--- config.mk ---
export PLATFORM = sky130hd
export DESIGN_NAME = pwm_shared_timer
export DESIGN_NICKNAME = d
export VERILOG_FILES = /design/src/rtl/pwmt_pkg.sv /design/src/rtl/pwmt_prescale.sv /design/src/rtl/pwmt_count.sv /design/src/rtl/pwmt_chan.sv /design/src/rtl/pwm_shared_timer.sv
export SDC_FILE = /design/constraint.sdc
export NUM_CORES = 1
export LEC_CHECK = 0
export ABC_AREA = 1
export CAP_MARGIN = 10
export CELL_PAD_IN_SITES_DETAIL_PLACEMENT = 0
export CELL_PAD_IN_SITES_GLOBAL_PLACEMENT = 1
export CORE_ASPECT_RATIO = 1.2
export CORE_MARGIN = 1
export CORE_UTILIZATION = 38
export CTS_CLUSTER_DIAMETER = 30
export CTS_CLUSTER_SIZE = 16
export DETAILED_ROUTE_END_ITERATION = 8
export PLACE_DENSITY = 0.69
export SETUP_SLACK_MARGIN = 0.2
export SLEW_MARGIN = 20
export SYNTH_ARGS = -nofsm -noshare
export SYNTH_HDL_FRONTEND = slang
export SYNTH_HIERARCHICAL = 1
export SYNTH_SLANG_ARGS = --single-unit
--- constraint.sdc ---
create_clock -name clk -period 3.4 [get_ports clk]
set_clock_uncertainty 0.15 [all_clocks]
set_input_delay 0.34 -clock clk [delete_from_list [all_inputs] [get_ports clk]]
set_output_delay 0.34 -clock clk [all_outputs]
set_load 0.02 [all_outputs]
--- src/rtl/pwmt_pkg.sv ---
package pwmt_pkg;
   // Register offsets (software decodes these)
   localparam int OFS_PARAM   = 'h04;
   localparam int OFS_CTRL    = 'h10;
   localparam int OFS_COUNT   = 'h14;
   localparam int OFS_PERIOD  = 'h18;
   localparam int CH_BASE     = 'h20;
   localparam int CH_STRIDE   = 8;
   localparam int CH_VAL_OFS  = 4;

   typedef enum logic [1:0] {
      RUN_OFF  = 2'b00,
      RUN_CLK  = 2'b01,
      RUN_RSV2 = 2'b10,
      RUN_RSV3 = 2'b11
   } run_mode_e;

   typedef struct packed {
      logic       mode_b;
      logic       mode_a;
      logic [1:0] lvl;
   } ch_cfg_t;
endpackage

--- src/rtl/pwmt_prescale.sv ---
module pwmt_prescale #(
   parameter int PS_W = 3
) (
   input  logic            clk,
   input  logic            rst_n,
   input  logic            run,
   input  logic [PS_W-1:0] ps_sel,
   output logic            tick
);
   localparam int DIV_W = (2 ** PS_W) - 1;

   logic [DIV_W-1:0] div_q;
   logic [DIV_W-1:0] mask;

   always_comb begin
      for (int i = 0; i < DIV_W; i++) begin
         mask[i] = (ps_sel > PS_W'(i));
      end
   end

   assign tick = run && ((div_q & mask) == mask);

   always_ff @(posedge clk) begin
      if (!rst_n)    div_q <= '0;
      else if (run)  div_q <= div_q + 1'b1;
      else           div_q <= '0;
   end

   // with a divide ratio above one, two ticks never come back to back
   assert_tick_gap_R2: assert property (@(posedge clk) disable iff (!rst_n)
      (tick && ps_sel != '0) |=> (!tick || ps_sel == '0));
endmodule

--- src/rtl/pwmt_count.sv ---
module pwmt_count #(
   parameter int CNT_W = 16
) (
   input  logic             clk,
   input  logic             rst_n,
   input  logic             run,
   input  logic             tick,
   input  logic             wr_count,
   input  logic             wr_period,
   input  logic [CNT_W-1:0] wdata,
   output logic [CNT_W-1:0] cnt,
   output logic [CNT_W-1:0] period_act,
   output logic             period_start
);
   logic [CNT_W-1:0] cnt_q, per_act_q, per_buf_q;

   assign period_start = tick && (cnt_q >= per_act_q);
   assign cnt          = cnt_q;
   assign period_act   = per_act_q;

   always_ff @(posedge clk) begin
      if (!rst_n)            cnt_q <= '0;
      else if (wr_count)     cnt_q <= '0;
      else if (period_start) cnt_q <= '0;
      else if (tick)         cnt_q <= cnt_q + 1'b1;
   end

   always_ff @(posedge clk) begin
      if (!rst_n) begin
         per_act_q <= '0;
         per_buf_q <= '0;
      end else begin
         if (period_start) per_act_q <= per_buf_q;
         if (wr_period) begin
            per_buf_q <= wdata;
            if (!run) per_act_q <= wdata;
         end
      end
   end

   // a step at or above the period always returns the count to zero
   assert_wrap_R4: assert property (@(posedge clk) disable iff (!rst_n)
      (tick && cnt_q >= per_act_q) |=> (cnt_q == '0));
   // a stopped counter keeps its value unless software clears it
   assert_hold_R3: assert property (@(posedge clk) disable iff (!rst_n)
      (!run && !wr_count) |=> $stable(cnt_q));
   // while running, the active period changes only at a period start
   assert_buffer_R6: assert property (@(posedge clk) disable iff (!rst_n)
      (run && !period_start) |=> $stable(per_act_q));
endmodule

--- src/rtl/pwmt_chan.sv ---
module pwmt_chan
   import pwmt_pkg::*;
#(
   parameter int CNT_W = 16
) (
   input  logic             clk,
   input  logic             rst_n,
   input  logic             run,
   input  logic             tick,
   input  logic             period_start,
   input  logic [CNT_W-1:0] cnt,
   input  logic             wr_ctl,
   input  logic             wr_val,
   input  ch_cfg_t          cfg_in,
   input  logic             clr_flag,
   input  logic [CNT_W-1:0] val_in,
   output logic             pwm_o,
   output logic [31:0]      ctl_rd,
   output logic [CNT_W-1:0] val_rd
);
   ch_cfg_t          cfg_q;
   logic             flag_q;
   logic [CNT_W-1:0] val_act_q, val_buf_q;
   logic             match_step, edge_mode, below;

   assign match_step = tick && (cnt == val_act_q);

   always_ff @(posedge clk) begin
      if (!rst_n) begin
         cfg_q  <= '0;
         flag_q <= 1'b0;
      end else begin
         if (wr_ctl) cfg_q <= cfg_in;
         if (match_step)               flag_q <= 1'b1;
         else if (wr_ctl && clr_flag)  flag_q <= 1'b0;
      end
   end

   always_ff @(posedge clk) begin
      if (!rst_n) begin
         val_act_q <= '0;
         val_buf_q <= '0;
      end else begin
         if (period_start) val_act_q <= val_buf_q;
         if (wr_val) begin
            val_buf_q <= val_in;
            if (!run) val_act_q <= val_in;
         end
      end
   end

   assign edge_mode = cfg_q.mode_b && !cfg_q.mode_a;
   assign below     = cnt < val_act_q;

   always_comb begin
      unique case (cfg_q.lvl)
         2'b00:   pwm_o = 1'b0;
         2'b01:   pwm_o = edge_mode && !below;
         default: pwm_o = edge_mode && below;
      endcase
   end

   assign ctl_rd = {24'b0, flag_q, 1'b0, cfg_q.mode_b, cfg_q.mode_a, cfg_q.lvl, 2'b00};
   assign val_rd = val_act_q;

   // writing a disabled level field forces the output low next cycle
   assert_off_R9: assert property (@(posedge clk) disable iff (!rst_n)
      (wr_ctl && cfg_in.lvl == 2'b00) |=> !pwm_o);
   // a counter step on the threshold raises the flag
   assert_flag_R11: assert property (@(posedge clk) disable iff (!rst_n)
      match_step |=> flag_q);
endmodule

--- src/rtl/pwm_shared_timer.sv ---
module pwm_shared_timer
   import pwmt_pkg::*;
#(
   parameter int NUM_CH = 4,
   parameter int ADDR_W = 8,
   parameter int CNT_W  = 16,
   parameter int PS_W   = 3
) (
   input  logic              clk,
   input  logic              rst_n,
   input  logic              bus_wr,
   input  logic [ADDR_W-1:0] bus_addr,
   input  logic [31:0]       bus_wdata,
   output logic [31:0]       bus_rdata,
   output logic [NUM_CH-1:0] pwm_out
);
   localparam logic [ADDR_W-1:0] A_PARAM  = ADDR_W'(OFS_PARAM);
   localparam logic [ADDR_W-1:0] A_CTRL   = ADDR_W'(OFS_CTRL);
   localparam logic [ADDR_W-1:0] A_COUNT  = ADDR_W'(OFS_COUNT);
   localparam logic [ADDR_W-1:0] A_PERIOD = ADDR_W'(OFS_PERIOD);

   // Elaboration-time parameter checks
   if (NUM_CH < 1 || NUM_CH > 255) begin : g_bad_nch
      $error("NUM_CH must be 1..255");
   end
   if (CH_BASE + CH_STRIDE * NUM_CH > (2 ** ADDR_W)) begin : g_bad_addr
      $error("ADDR_W too small for NUM_CH channels");
   end
   if (CNT_W < 2 || CNT_W > 32) begin : g_bad_cnt
      $error("CNT_W must be 2..32");
   end
   if (PS_W < 1 || PS_W > 3) begin : g_bad_ps
      $error("PS_W must be 1..3");
   end

   logic [PS_W-1:0]  ps_q;
   run_mode_e        mode_q;
   logic             center_q;
   logic             run, tick, period_start;
   logic             wr_ctrl, wr_count, wr_period;
   logic [CNT_W-1:0] cnt, period_act;
   logic             unused_wdata;

   assign unused_wdata = ^bus_wdata;
   assign wr_ctrl   = bus_wr && (bus_addr == A_CTRL);
   assign wr_count  = bus_wr && (bus_addr == A_COUNT);
   assign wr_period = bus_wr && (bus_addr == A_PERIOD);

   always_ff @(posedge clk) begin
      if (!rst_n) begin
         ps_q     <= '0;
         mode_q   <= RUN_OFF;
         center_q <= 1'b0;
      end else if (wr_ctrl) begin
         ps_q     <= bus_wdata[PS_W-1:0];
         mode_q   <= run_mode_e'(bus_wdata[4:3]);
         center_q <= bus_wdata[5];
      end
   end

   assign run = (mode_q == RUN_CLK);

   pwmt_prescale #(.PS_W(PS_W)) u_ps (
      .clk    (clk),
      .rst_n  (rst_n),
      .run    (run),
      .ps_sel (ps_q),
      .tick   (tick)
   );

   pwmt_count #(.CNT_W(CNT_W)) u_cnt (
      .clk          (clk),
      .rst_n        (rst_n),
      .run          (run),
      .tick         (tick),
      .wr_count     (wr_count),
      .wr_period    (wr_period),
      .wdata        (bus_wdata[CNT_W-1:0]),
      .cnt          (cnt),
      .period_act   (period_act),
      .period_start (period_start)
   );

   logic [31:0]      ch_ctl_rd [NUM_CH];
   logic [CNT_W-1:0] ch_val_rd [NUM_CH];
   ch_cfg_t          cfg_in;

   assign cfg_in = '{mode_b: bus_wdata[5], mode_a: bus_wdata[4], lvl: bus_wdata[3:2]};

   for (genvar g = 0; g < NUM_CH; g++) begin : g_ch
      localparam logic [ADDR_W-1:0] A_CTL = ADDR_W'(CH_BASE + CH_STRIDE * g);
      localparam logic [ADDR_W-1:0] A_VAL = ADDR_W'(CH_BASE + CH_STRIDE * g + CH_VAL_OFS);

      pwmt_chan #(.CNT_W(CNT_W)) u_ch (
         .clk          (clk),
         .rst_n        (rst_n),
         .run          (run),
         .tick         (tick),
         .period_start (period_start),
         .cnt          (cnt),
         .wr_ctl       (bus_wr && (bus_addr == A_CTL)),
         .wr_val       (bus_wr && (bus_addr == A_VAL)),
         .cfg_in       (cfg_in),
         .clr_flag     (bus_wdata[7]),
         .val_in       (bus_wdata[CNT_W-1:0]),
         .pwm_o        (pwm_out[g]),
         .ctl_rd       (ch_ctl_rd[g]),
         .val_rd       (ch_val_rd[g])
      );
   end

   always_comb begin
      bus_rdata = '0;
      if (bus_addr == A_PARAM)       bus_rdata[7:0] = 8'(NUM_CH);
      else if (bus_addr == A_CTRL)   bus_rdata[5:0] = {center_q, mode_q, 3'(ps_q)};
      else if (bus_addr == A_COUNT)  bus_rdata = 32'(cnt);
      else if (bus_addr == A_PERIOD) bus_rdata = 32'(period_act);
      for (int i = 0; i < NUM_CH; i++) begin
         if (bus_addr == ADDR_W'(CH_BASE + CH_STRIDE * i))
            bus_rdata = ch_ctl_rd[i];
         if (bus_addr == ADDR_W'(CH_BASE + CH_STRIDE * i + CH_VAL_OFS))
            bus_rdata = 32'(ch_val_rd[i]);
      end
   end

   // while held in reset, no output is driven high after the first edge
   assert_reset_R1: assert property (@(posedge clk)
      !rst_n |=> (pwm_out == '0));
endmodule

---- Word level (Yosys, flattened, before mapping) ----
Cells that the tools add are included.
storage, ports and cells
  memories kept ........................... 0
  memory bits (read-only) ................. 0
  latch bits .............................. 0
  memory bits (writable) .................. 0
  output and inout bits ................... 36
  bits of input ports ..................... 43
  register bits ........................... 209
operators by class
  mux-type cells .......................... 41
  shift-type cells ........................ 0
  reduce and logical (&&, ||, !) cells .... 51
  $mul .................................... 0
  order comparisons ....................... 12
  div/mod/pow operators ................... 0
  bitwise gates (word level) .............. 2
  add/subtract/negate cells ............... 2
  equal/unequal tests ..................... 22
operators with widths
  operator                                            count
  two-way mux 32 bit                                  9
  two-way mux 16 bit                                  16
  == test 16 bit                                      4
  == test 8 x 6 -> 1 bit, second input constant       8
  less-than comparator 16 bit                         4
  logical AND 1 bit                                   33
  two-way mux 26 bit                                  1
  == test 8 x 5 -> 1 bit, second input constant       3
  two-way mux 24 bit                                  1
  adder 16 x 1 -> 16 bit, second input constant       1
  >= comparator 16 bit                                1
  == test 2 x 1 -> 1 bit, second input constant       5
  > comparator 3 bit, second input constant           3
  == test 8 x 3 -> 1 bit, second input constant       1
  logical NOT 1 bit                                   8
  logical NOT 2 bit                                   4
  two-way mux 1 bit                                   8
  two-way mux 8 bit                                   1
  one-hot mux 1 bit (2 select lines)                  4
  nonzero test 2 bit                                  4
  adder 7 x 1 -> 7 bit, second input constant         1
  AND 7 bit                                           1
  == test 7 bit                                       1
  > comparator 3 x 1 -> 1 bit, second input constant  2
  5 further kinds                                     6

---- Logic depth before layout (Yosys ltp) ----
  depth after elaboration ................. 13
  depth in mapped cells ................... 18

---- Cells and area by module ----
The synthesis kept the hierarchy.
modules (own cells, without submodules)
  module                        cells an instance  area an instance (um2)  times used
  pwmt_chan (g_ch[0].u_ch ...)  281                2,038.2                 3
  pwmt_count                    350                2,553.7                 1
  pwm_shared_timer              474                2,235.9                 1
  pwmt_chan (g_ch[3].u_ch)      282                2,040.7                 1
  pwmt_prescale                 49                 336.6                   1

---- Worst setup path after synthesis ----
OpenSTA, ideal clock, no wires.
  path type ............................... reg-to-reg
  start point ............................. register mode_q[0]
  end point ............................... register g_ch[0].u_ch.val_act_q[10]
  setup slack ............................. 885 ps
  required time ........................... 3,130 ps
  buffers on the path ..................... 3
  arrival ................................. 2,245 ps
  cell stages (with the launch flop) ...... 13
  clock period less this slack ............ 2,515 ps
  cell sequence ........................... dfxtp_1 -> inv_1 -> nor2_1 -> nand3_1 -> a21oi_1 -> buf_4 -> nand2_2 -> inv_1 -> buf_2 -> buf_1 -> nor2_1 -> a21oi_1 -> a21oi_1
between the ends
  longest elaborated chain between the ends .. 6
ends and longest elaborated chain
  what                      line                    source
  start, declared           pwm_shared_timer.sv:37  run_mode_e mode_q;
  start signal, assigned    pwm_shared_timer.sv:56  mode_q <= run_mode_e'(bus_wdata[4:3]);
  == test 2 x 1 -> 1 bit *  pwm_shared_timer.sv:61  assign run = (mode_q == RUN_CLK);
  named net run             pwm_shared_timer.sv:39  logic run, tick, period_start;
  logical AND 1 bit *       pwmt_prescale.sv:21     assign tick = run && ((div_q & mask) == mask);
  named net tick            pwm_shared_timer.sv:39
  logical AND 1 bit *       pwmt_count.sv:17        assign period_start = tick && (cnt_q >= per_act_q);
  named net period_start    pwm_shared_timer.sv:39
  two-way mux 16 bit *      pwmt_chan.sv:44         if (period_start) val_act_q <= val_buf_q;
  two-way mux 16 bit        pwmt_chan.sv:47         if (!run) val_act_q <= val_in;
  two-way mux 16 bit *      pwmt_chan.sv:45         if (wr_val) begin
  end signal, assigned      pwmt_chan.sv:44
  end signal, assigned      pwmt_chan.sv:47
  end, declared             pwmt_chan.sv:23         logic [CNT_W-1:0] val_act_q, val_buf_q;
The timed path passes the listed nets; every way through them passes the cells marked *.
A chain may end at the register's enable or synchronous reset.

---- Final worst setup path ----
  start point ............................. register g_ch[0].u_ch.val_act_q[11]
  end point ............................... output pwm_out[0]
between the ends
  longest elaborated chain between the ends .. 4
  elaborated cells between the ends (all ways) .. 5
  classes of those cells .................. 1 x order compare; 1 x mux; 3 x reduce/logical
ends and longest elaborated chain
  what                                  line                    source
  less-than comparator 16 bit *         pwmt_chan.sv:53         assign below = cnt < val_act_q;
  logical NOT 1 bit                     pwmt_chan.sv:58         2'b01: pwm_o = edge_mode && !below;
  logical AND 1 bit                     pwmt_chan.sv:58
  one-hot mux 1 bit (2 select lines) *  pwmt_chan.sv:56         unique case (cfg_q.lvl)
  end, declared                         pwm_shared_timer.sv:15  output logic [NUM_CH-1:0] pwm_out
Every way passes the cells marked *; elsewhere a longest branch is shown, timed or not.

==> key figures <==
Global routing
  • Number of global-route vias before repair: roughly 12000
  • Total grt overflow: 0
  • Maximum number of pins on one net before global-route repair: 96
  • GR Util All Layers: ~25%
  • Global-route wire length before repair: between 60 and 70 mm
  • Initial antenna violation count: 1

Die
  • I/O pin cnt: 79
  • Area of the die: 0.0357 mm2
  • Number of cell rows: 74
  • Area of the core: roughly 0.034 mm2
  • Effective utilization at floorplan: around two fifths
  • Die extent in x: approximately 170 um
  • Die span in y: 207 um

Timing
  • Max Clk Rate: 326 MHz
  • Final critical path time including I/O delays and setup: 3070 ps
  • Setup repair after global routing missed its margin: false
  • Final hold viol count: 0
  • Final Max Tran Viols: 0
  • Final count of negative-setup-slack endpoints: 0
  • Transition at the pin with the smallest max-transition slack: roughly 960 ps
  • Final-layout worst hold slack: approximately 140 ps
  • Period utilisation layout: approximately 90%
  • Summed negative setup slack over all endpoints: 0 ps
  • Slew margin rel.: approximately 36%

Clocking
  • Max H-tree Level: 2
  • Clk_lat worst skew: around 550 ps
  • Number of buffers on the longest clock path: 3
  • Sink count of the clock tree: roughly 210
  • Total CTS buffers: 52
  • CTS tree: yes
  • Clock root cell: sky130_fd_sc_hd__clkbuf_16
  • Number of buffers inserted by hold repair at cts: 0
  • Reg clk slew, reported paths: 40 ps

Logic synthesis
  • Avg Inst Size Synth: roughly 6.6 um2
  • Flip-flop and latch count after synthesis: roughly 210
  • Share of cell area taken by muxes after synthesis: less than 1%
  • Count leader, synth: sky130_fd_sc_hd__nand2_1
  • Largest cells by area after synthesis: sky130_fd_sc_hd__dfxtp_1, sky130_fd_sc_hd__nand2_1, sky130_fd_sc_hd__nor2_1
  • Synthesized-area fraction occupied by and/or/nand/nor cells: between 20 and 30%
  • Part of the Yosys area used for sequential elements: roughly a third
  • Compound-cell area share of the yosys netlist: 15.6%
  • Mapped cell area: about 0.013 mm2
  • Leading post-synthesis cells by instance count: sky130_fd_sc_hd__nand2_1, sky130_fd_sc_hd__nor2_1, sky130_fd_sc_hd__dfxtp_1, sky130_fd_sc_hd__a21oi_1, sky130_fd_sc_hd__inv_1
  • Most common flop cell mapped by yosys: sky130_fd_sc_hd__dfxtp_1
  • Share of async-settable or async-resettable flops after synthesis: 0%
  • Top cell type's share of synthesized area: 31.5%
  • Number of enable flip-flop cells after synthesis: 0
  • Area share of fa/ha/maj cells after synthesis: between 7 and 8%
  • Number of distinct library cells after synthesis: 42
  • Main combinational cell family by area after synthesis: simple AND/OR/NAND/NOR gates
  • Cell type contributing the most total cell area after synthesis: sky130_fd_sc_hd__dfxtp_1
  • Syn. warnings: 6
  • Mapped Cells: around 2000
  • Area share of xor/xnor cells in the synthesized design: less than 1%

Worst setup path
  • Cells along the critical path: inv_1 -> ha_1 -> a21oi_1 -> nand2_1 -> a21oi_2 -> nand2_1 -> nand2_1 -> nand2_1 -> nor2_1 -> clkdlybuf4s15_1
  • CP Capture Type: output port
  • Signal arrival time at the worst endpoint: 2580 ps
  • Required time of the worst setup path: about 2900 ps
  • Most numerous cell on the critical path: sky130_fd_sc_hd__nand2_1
  • Largest stage delay on the critical path: 420 ps
  • Critical Path Start Type: register
  • Type of the worst setup path: register to output port
  • Master of the slowest instance on the critical path: sky130_fd_sc_hd__dfxtp_1
  • Crit Path Max Fanout: 3

Power
  • Power density cells: around 490 mW/mm2
  • Total power: approximately 0.0078 W
  • Pleak: between 7 and 8 nW
  • Maximum resistive drop on vdd: roughly 0.32 mV

Placed design
  • I/O Buffers: 46
  • Hpwl dp: 32.5 mm
  • Routability congestion estimate from global placement: around 0.85

Detailed routing
  • First DRT Iteration DRCs: 800
  • Sum of routed wire length over all layers: 44.6 mm
  • Residual antenna-violating net count after detailed routing: 0
  • Number of detailed-routing iterations run before antenna repair: 4
  • DR vias: ~13000
  • Via density per instance: 4.85
  • Avg WL per Cell: 17.2 um
  • Final routed DRC violation total: 0

Job
  • Maxcap violations: 0

Hold path
  • Min-delay worst type: input pin to register

Status
  • Result of the run: complete, no violations

Final layout
  • Post-route core utilization: between 40 and 50%
  • Total Nets Final: around 2200
  • Signed area change from the synthesized netlist to the final layout: 20.0%
  • Fraction of final layout cells with drive strength greater than 1: 11.9%
metrics by stage:
step                worst slack (ps)  instances  instance area (um2)
floorplan                        885       2102                13700
global placement                35.4       2483                14000
detailed placement              10.6       2483                14000
CTS                              186       2588                15900
global route                     215       2588                15900
finish                           335       2589                15900
layout make-up:
class | count | area, um2
flip-flops and latches | 209 | 4200
diodes | 1 | 2.50
clock buffers | 78 | 1580
inverters | 183 | 693
fillers | 3534 | 18300
well taps | 456 | 571
repair buffers | 128 | 1110
clock inverters | 18 | 225
multi-input cells | 1516 | 7560
worst max-delay path, delay by kind of cell (launching register included):
| kind | cells | cell delay, ps |
|---|---|---|
| AOI/OAI and AO/OA | 2 | 380 |
| DFF | 1 | 420 |
| adders and majority gates | 1 | 310 |
| buffers and inverters | 2 | 400 |
| and+or+nand+nor | 5 | 490 |
cell families (layout without fill, tap and decap cells):
family	count (synthesis)	after routing
multiplexers	1	1
AND/OR/NAND/NOR	932	932
other	4	109
XOR/XNOR	7	7
buffers and inverters	377	407
flip-flops	209	209
adder cells (fa/ha/maj)	82	82
AO/OA/AOI/OAI	386	386
power breakdown:
group | switching, W | internal [W]
clock network | 0.00149 | 0.00353
logic | 0.000188 | 0.0000759
registers | 0.00000338 | 0.00246
total | 0.00168 | 0.00607
layout by cell type, fill, tap and decap left out, types with 9 or more instances in the layout:
master                            synthesis  final
sky130_fd_sc_hd__ha_1                    82     82
sky130_fd_sc_hd__a21oi_1                172    169
sky130_fd_sc_hd__a32oi_1                 16     16
sky130_fd_sc_hd__nor2_1                 365    365
sky130_fd_sc_hd__clkbuf_8                 0     16
sky130_fd_sc_hd__buf_4                  122     78
sky130_fd_sc_hd__clkinv_2                 0     10
sky130_fd_sc_hd__clkbuf_16                0     53
sky130_fd_sc_hd__nand2_1                378    377
sky130_fd_sc_hd__o21ai_0                160    160
sky130_fd_sc_hd__o21ai_1                 13     13
sky130_fd_sc_hd__dfxtp_2                  0     13
sky130_fd_sc_hd__nand2_2                 10     10
sky130_fd_sc_hd__dfxtp_1                209    196
sky130_fd_sc_hd__nand3_1                 87     87
sky130_fd_sc_hd__inv_2                   13     14
sky130_fd_sc_hd__dlygate4sd2_1            0     13
sky130_fd_sc_hd__or2_2                   12     12
sky130_fd_sc_hd__clkbuf_1                35      9
sky130_fd_sc_hd__nand4_1                 38     38
sky130_fd_sc_hd__inv_1                  170    167
sky130_fd_sc_hd__clkdlybuf4s50_1          0     25
sky130_fd_sc_hd__conb_1                   4    108
per-layer routing:
| metal | vias to the layer above | global-route usage [%] | routed length, um |
|---|---|---|---|
| li1 | 6486 | - | - |
| met3 | 85 | 4.25 | 2270 |
| met5 | - | 0 | 13 |
| met2 | 301 | 43.5 | 20900 |
| met4 | 2 | 9.99 | 1580 |
| met1 | 5687 | 31.5 | 19800 |
state kept, by name (all words and copies together) (netlist names):
signal	cells
g_ch.u_ch/val_buf_q	64
g_ch.u_ch/val_rd	64
g_ch.u_ch/ctl_rd	16
u_cnt/cnt	16
u_cnt/per_buf_q	16
u_cnt/period_act	16
u_ps/div_q	7
g_ch.u_ch/flag_q	4
ps_q	3
mode_q	2
center_q	1
what timing repair did:
item | 4_1_cts | 5_1_grt
pin swaps | 4 | 0
cloned | 0 | 0
setup endpoints to repair | 21 | 12
gates resized for setup | 36 | 12
setup buffers | 9 | 0
path summary, 6_finish.rpt:
| check | start | endpoint | slack (ps) | cells after the start |
|---|---|---|---|---|
| max | g_ch[0].u_ch/val_rd[11] | pwm_out[0] | 330 | 10 |
| min | rst_n | g_ch[2].u_ch/val_rd[2] | 140 | 3 |
| max reg2reg | u_cnt/cnt[0] | g_ch[3].u_ch/val_rd[15] | 560 | 15 |
| min reg2reg | u_cnt/per_buf_q[15] | u_cnt/per_buf_q[15] | 320 | 2 |
(Power assumes the default switching activity.)
